### config.mk
export PLATFORM = sky130hd
export DESIGN_NAME = word_dma_arb
export DESIGN_NICKNAME = d
export VERILOG_FILES = /design/src/rtl/dmaarb_pkg.sv /design/src/rtl/dmaarb_pend.sv /design/src/rtl/dmaarb_pick.sv /design/src/rtl/dmaarb_seq.sv /design/src/rtl/word_dma_arb.sv
export SDC_FILE = /design/constraint.sdc
export NUM_CORES = 1
export LEC_CHECK = 0
export BUFFER_PORTS_ARGS = -buffer_cell sky130_fd_sc_hd__buf_4
export CORE_AREA = 4 4 41 43
export DETAILED_ROUTE_END_ITERATION = 16
export DIE_AREA = 0 0 45 47
export GPL_ROUTABILITY_DRIVEN = 0
export HOLD_SLACK_MARGIN = 0.02
export SYNTH_ARGS = -nofsm -noshare
export SYNTH_HDL_FRONTEND = slang
export SYNTH_SLANG_ARGS = --single-unit
### constraint.sdc
create_clock -name clk -period 1.8 [get_ports clk]
set_clock_uncertainty 0.15 [all_clocks]
set_input_delay 0.27 -clock clk [delete_from_list [all_inputs] [get_ports clk]]
set_output_delay 0.27 -clock clk [all_outputs]
set_load 0.02 [all_outputs]
### src/rtl/dmaarb_pkg.sv
package dmaarb_pkg;
  typedef enum logic [1:0] {
    SEQ_IDLE = 2'd0,
    SEQ_LO   = 2'd1,
    SEQ_HI   = 2'd2
  } seq_state_e;
endpackage

### src/rtl/dmaarb_pend.sv
// Per-source pending latch: set by a request, cleared by completion of its word.
module dmaarb_pend #(
  parameter int NSRC = 2
) (
  input  logic            clk,
  input  logic            rst,
  input  logic [NSRC-1:0] req,
  input  logic [NSRC-1:0] clr,
  output logic [NSRC-1:0] pend
);
  for (genvar i = 0; i < NSRC; i++) begin : g_src
    logic pend_q;
    always_ff @(posedge clk) begin
      if (rst)          pend_q <= 1'b0;
      else if (req[i])  pend_q <= 1'b1;
      else if (clr[i])  pend_q <= 1'b0;
    end
    assign pend[i] = pend_q;

    // completion without a fresh request leaves the source idle
    p_clear_r7: assert property (@(posedge clk) disable iff (rst)
      (clr[i] && !req[i]) |=> !pend[i]);
    // a pending request is never lost before its completion
    p_hold_r9: assert property (@(posedge clk) disable iff (rst)
      (pend[i] && !clr[i]) |=> pend[i]);
  end
endmodule

### src/rtl/dmaarb_pick.sv
// Fixed-order selector: the lowest source index wins.
module dmaarb_pick #(
  parameter int NSRC = 2,
  parameter int IDW  = 1
) (
  input  logic [NSRC-1:0] pend,
  output logic            any,
  output logic [IDW-1:0]  idx
);
  always_comb begin
    any = 1'b0;
    idx = '0;
    for (int i = NSRC - 1; i >= 0; i--) begin
      if (pend[i]) begin
        any = 1'b1;
        idx = IDW'(i);
      end
    end
  end
endmodule

### src/rtl/dmaarb_seq.sv
// Word sequencer: locks one source for two byte grants.
module dmaarb_seq
  import dmaarb_pkg::*;
#(
  parameter int NSRC = 2,
  parameter int IDW  = 1
) (
  input  logic            clk,
  input  logic            rst,
  input  logic            any,
  input  logic [IDW-1:0]  idx,
  input  logic            bus_avail,
  input  logic            byte_ack,
  output logic            grant,
  output logic [IDW-1:0]  chan,
  output logic            hi,
  output logic            done,
  output logic            nxt_hi,
  output logic [NSRC-1:0] clr
);
  seq_state_e       st_q;
  logic [IDW-1:0]   chan_q;
  logic             done_q;

  always_ff @(posedge clk) begin
    if (rst) begin
      st_q   <= SEQ_IDLE;
      chan_q <= '0;
      done_q <= 1'b0;
    end else begin
      done_q <= 1'b0;
      case (st_q)
        SEQ_IDLE: if (any && bus_avail) begin
          st_q   <= SEQ_LO;
          chan_q <= idx;
        end
        SEQ_LO: if (byte_ack) st_q <= SEQ_HI;
        SEQ_HI: if (byte_ack) begin
          st_q   <= SEQ_IDLE;
          done_q <= 1'b1;
        end
        default: st_q <= SEQ_IDLE;
      endcase
    end
  end

  assign grant  = (st_q != SEQ_IDLE);
  assign hi     = (st_q == SEQ_HI);
  assign chan   = chan_q;
  assign done   = done_q;
  assign nxt_hi = ((st_q == SEQ_LO) && byte_ack) || ((st_q == SEQ_HI) && !byte_ack);

  for (genvar i = 0; i < NSRC; i++) begin : g_clr
    assign clr[i] = (st_q == SEQ_HI) && byte_ack && (chan_q == IDW'(i));
  end

  // a word only starts after the bus was available
  p_start_bus_r2: assert property (@(posedge clk) disable iff (rst)
    $rose(grant) |-> $past(bus_avail));
  // grant, source and byte index hold until acknowledged
  p_hold_r4: assert property (@(posedge clk) disable iff (rst)
    (grant && !byte_ack) |=> (grant && $stable(chan) && $stable(hi)));
  // low byte is followed by high byte of the same source
  p_lo_hi_r4: assert property (@(posedge clk) disable iff (rst)
    (grant && !hi && byte_ack) |=> (grant && hi && $stable(chan)));
  // after the high byte the arbiter passes through idle
  p_no_split_r6: assert property (@(posedge clk) disable iff (rst)
    (grant && hi && byte_ack) |=> (!grant && done));
  // completion is a single-cycle pulse
  p_done_pulse_r7: assert property (@(posedge clk) disable iff (rst)
    done |=> !done);
endmodule

### src/rtl/word_dma_arb.sv
module word_dma_arb #(
  parameter int PRIO_W = 3
) (
  input  logic              clk,
  input  logic              rst,
  input  logic              cmp_req,
  input  logic              cap_req,
  input  logic [PRIO_W-1:0] prog_prio,
  input  logic              bus_avail,
  input  logic              byte_ack,
  output logic              byte_grant,
  output logic              chan_id,
  output logic              byte_hi,
  output logic              word_done,
  output logic [PRIO_W-1:0] eff_prio
);
  localparam int NSRC = 2;
  localparam int IDW  = (NSRC > 1) ? $clog2(NSRC) : 1;
  localparam logic [PRIO_W-1:0] TOP_LEVEL = '0;

  logic [NSRC-1:0]   req_v, clr_v, pend_v;
  logic              any;
  logic [IDW-1:0]    idx, chan;
  logic              nxt_hi;
  logic [PRIO_W-1:0] eff_q;

  assign req_v = {cap_req, cmp_req};

  dmaarb_pend #(.NSRC(NSRC)) u_pend (
    .clk(clk), .rst(rst), .req(req_v), .clr(clr_v), .pend(pend_v)
  );

  dmaarb_pick #(.NSRC(NSRC), .IDW(IDW)) u_pick (
    .pend(pend_v), .any(any), .idx(idx)
  );

  dmaarb_seq #(.NSRC(NSRC), .IDW(IDW)) u_seq (
    .clk(clk), .rst(rst), .any(any), .idx(idx),
    .bus_avail(bus_avail), .byte_ack(byte_ack),
    .grant(byte_grant), .chan(chan), .hi(byte_hi), .done(word_done),
    .nxt_hi(nxt_hi), .clr(clr_v)
  );

  always_ff @(posedge clk) begin
    if (rst)         eff_q <= prog_prio;
    else if (nxt_hi) eff_q <= TOP_LEVEL;
    else             eff_q <= prog_prio;
  end

  assign eff_prio = eff_q;
  assign chan_id  = chan[0];

  // high byte always runs at the top level
  p_hi_prio_r5: assert property (@(posedge clk) disable iff (rst)
    (byte_grant && byte_hi) |-> (eff_prio == TOP_LEVEL));
  // outside the high byte the programmed level is restored
  p_restore_r5: assert property (@(posedge clk) disable iff (rst)
    !(byte_grant && byte_hi) |-> (eff_prio == $past(prog_prio)));
  // a fresh word needs a pending request
  p_need_req_r2: assert property (@(posedge clk) disable iff (rst)
    $rose(byte_grant) |-> $past(pend_v != '0));
endmodule

==> results.cfg <==
[logic_synthesis]
synth_seq_cells = 9
netlist.area_leader.share_pct = 55.4
syn_area_per_cell_um2 = 10.2
synth.distinct_cells = 16
syn-num-nets = 41
ys_seq_area_share_pct = 55.4
syn_inst = 32
synth_top_cell_by_area = dfxtp_1
synthTopCellsByArea = dfxtp_1, and2_1, nor4bb_2
yosys_warnings = 0
syn_area_um2 = 325

[global_routing]
grt_pass1_vias = 258
grt_start_max_net_pins = 8
grtUsageTotal_pct = 6.84
grt_first_pass_wirelength_um = 1040
grt_remaining_overflow = 0
antenna_found_initial = 0

[drt]
dr.pass1.iters = 4
viasPerCell = 4.39
drt_wl_total_um = 663
drt_iter0_markers = 1
drc = 0
vias = 290
drtAntennaViolNets = 0
wl_per_cell_um = 10.0

[critical_path]
slowest_stage = dfxtp_1
critPathArrivalTime_ps = 1030
cp.required_ps = 1380
crit_chain = nor2b_2 > buf_4
cp_max_fo = 5
cp_slowest_stage_delay_ps = 410
worstSetupPathType = flip-flop to primary output
start_kind = flip-flop
endpoint_kind = primary output

[clock_tree]
postCtsHoldBufs = 0
clock-sinks = 9
insertion_delay_ps = 250
root_buffer = clkbuf_4
cts.clk_slew.worst_paths_ps = 60
htreeDepth = 1
postCtsSetupBuffers = 0
clockBufferDepth = 2
cts_buffers = 3
cts_tree = built
ctsResizeCount = 0

[sta]
finalWorstSetupSlack_ps = 349
grt_setup_unrepaired = false
slew_violations = 0
min_period_ps = 1450
post-route-period-util_pct = 80.6
max_slew.worst_pin.slew_ps = 244
fmax_mhz = 689
setup_viol = 0
max-slew-margin-rel_pct = 83.5
finalHoldViolCount = 0
tns_ps = 0

[floorplan]
row_count = 13
core_um2 = 1300
start_util_pct = 25.0
pin_count = 16
dieArea_um2 = 2120
die_w_um = 45
die_y_um = 47

[place]
port_buffers = 15
place_ws_ps = 590
hpwl_um = 545
placed_area_um2 = 457

[pwr]
peakVddDrop_mv = 0.522
leakagePower_nw = 0.223
pwr_density_cell_nw_per_um2 = 902

[finish]
num-nets-final = 61
drive_gt1_share_pct = 43.1
area_growth_pct = 48.5
antenna-diode-count = 0
finalInstanceArea_um2 = 483

[flow_run]
drv_cap = 0

[status]
status = finished clean

[min_path]
hold_path_class = input port to flip-flop
layout by cell type, fill, tap and decap left out:
master	instances
nor2b_2	1
and2_1	3
nor3_1	2
dfxtp_1	9
a311oi_1	1
o21ai_0	1
a21oi_1	1
a31oi_1	1
clkbuf_4	3
buf_4	15
o21ai_1	1
mux2_2	1
a21oi_2	1
clkbuf_1	1
nand3b_1	1
nor2_1	4
inv_1	3
nor4bb_2	1
nor3b_1	1
power breakdown:
part | switching (mW) | internal, mW | leakage (nW) | total [mW]
clock | 0.0660 | 0.0851 | 0.0150 | 0.151
combinational | 0.0302 | 0.0349 | 0.133 | 0.0650
sequential | 0.00797 | 0.211 | 0.0747 | 0.219
critical path: cells and delay by family (launching register included):
kind	cells	cell delay, ps
and+or+nand+nor	1	210
DFF	1	410
buffers and inverters	1	160
per-layer routing:
| layer | up-vias | track usage (%) | part of all wire [%] |
|---|---|---|---|
| met4 | 0 | 0 | 0 |
| met2 | 15 | 9.60 | 39 |
| li1 | 147 | - | - |
| met3 | 0 | 6.51 | 15 |
| met1 | 128 | 8.10 | 46 |
| met5 | - | 0 | 0 |
cell usage after synthesis:
master	n
mux2_2	1
nor3_1	2
o21ai_1	1
nand3b_1	1
nor2b_2	1
o21ai_0	1
nor4bb_2	1
a21oi_2	1
nor3b_1	1
nor2_1	4
inv_1	3
and2_1	3
dfxtp_1	9
a31oi_1	1
a21oi_1	1
a311oi_1	1
cell type report:
class	instances	area, um2
timing repair buffer	15	113
sequential	9	180
clock buffer	4	26.3
inverter	3	11.3
tap	15	18.8
fill	144	818
multi-input combinational	20	134
sequential cells by signal, indices dropped and copies added, names as in the netlist:
name	cells
eff_prio	3
u_seq.chan	1
u_seq.st_q	2
u_pend.g_src.pend_q	2
u_seq.done	1
logic make-up (layout without fill, tap and decap cells):
group | after synthesis | count (layout) | synth area share, %
mux | 1 | 1 | 3.46
buf+inv | 3 | 22 | 3.46
simple gates | 13 | 13 | 25.8
compound gates | 6 | 6 | 11.9
flops | 9 | 9 | 55.4
through the flow:
stage | power [mW] | utilization (%) | instances | hold WS (ps)
2_1_floorplan | 0.254 | - | 32 | 189
3_3_place_gp | 0.289 | 35.1 | 62 | 299
3_5_place_dp | 0.289 | 35.1 | 62 | 305
4_1_cts | 0.443 | 37.1 | 66 | 63.9
5_1_grt | 0.462 | 37.1 | 66 | 61.2
6_report | 0.435 | 37.1 | 66 | 68.4
worst paths after layout:
path | startpoint | endpoint | slack (ps) | cells after the start
worst max-delay path | u_seq.st_q[1]$_SDFFE_PP0P_ | byte_hi | 350 | 2
worst min-delay path | prog_prio[0] | eff_prio[0]$_DFF_P_ | 70 | 2
worst max register to register | u_seq.st_q[1]$_SDFFE_PP0P_ | eff_prio[2]$_DFF_P_ | 630 | 3
worst min register to register | u_pend.g_src[0].pend_q$_SDFFE_PP0P_ | u_seq.chan$_SDFFE_PP0P_ | 320 | 1
No activity file was read; power rests on OpenSTA's default activity.
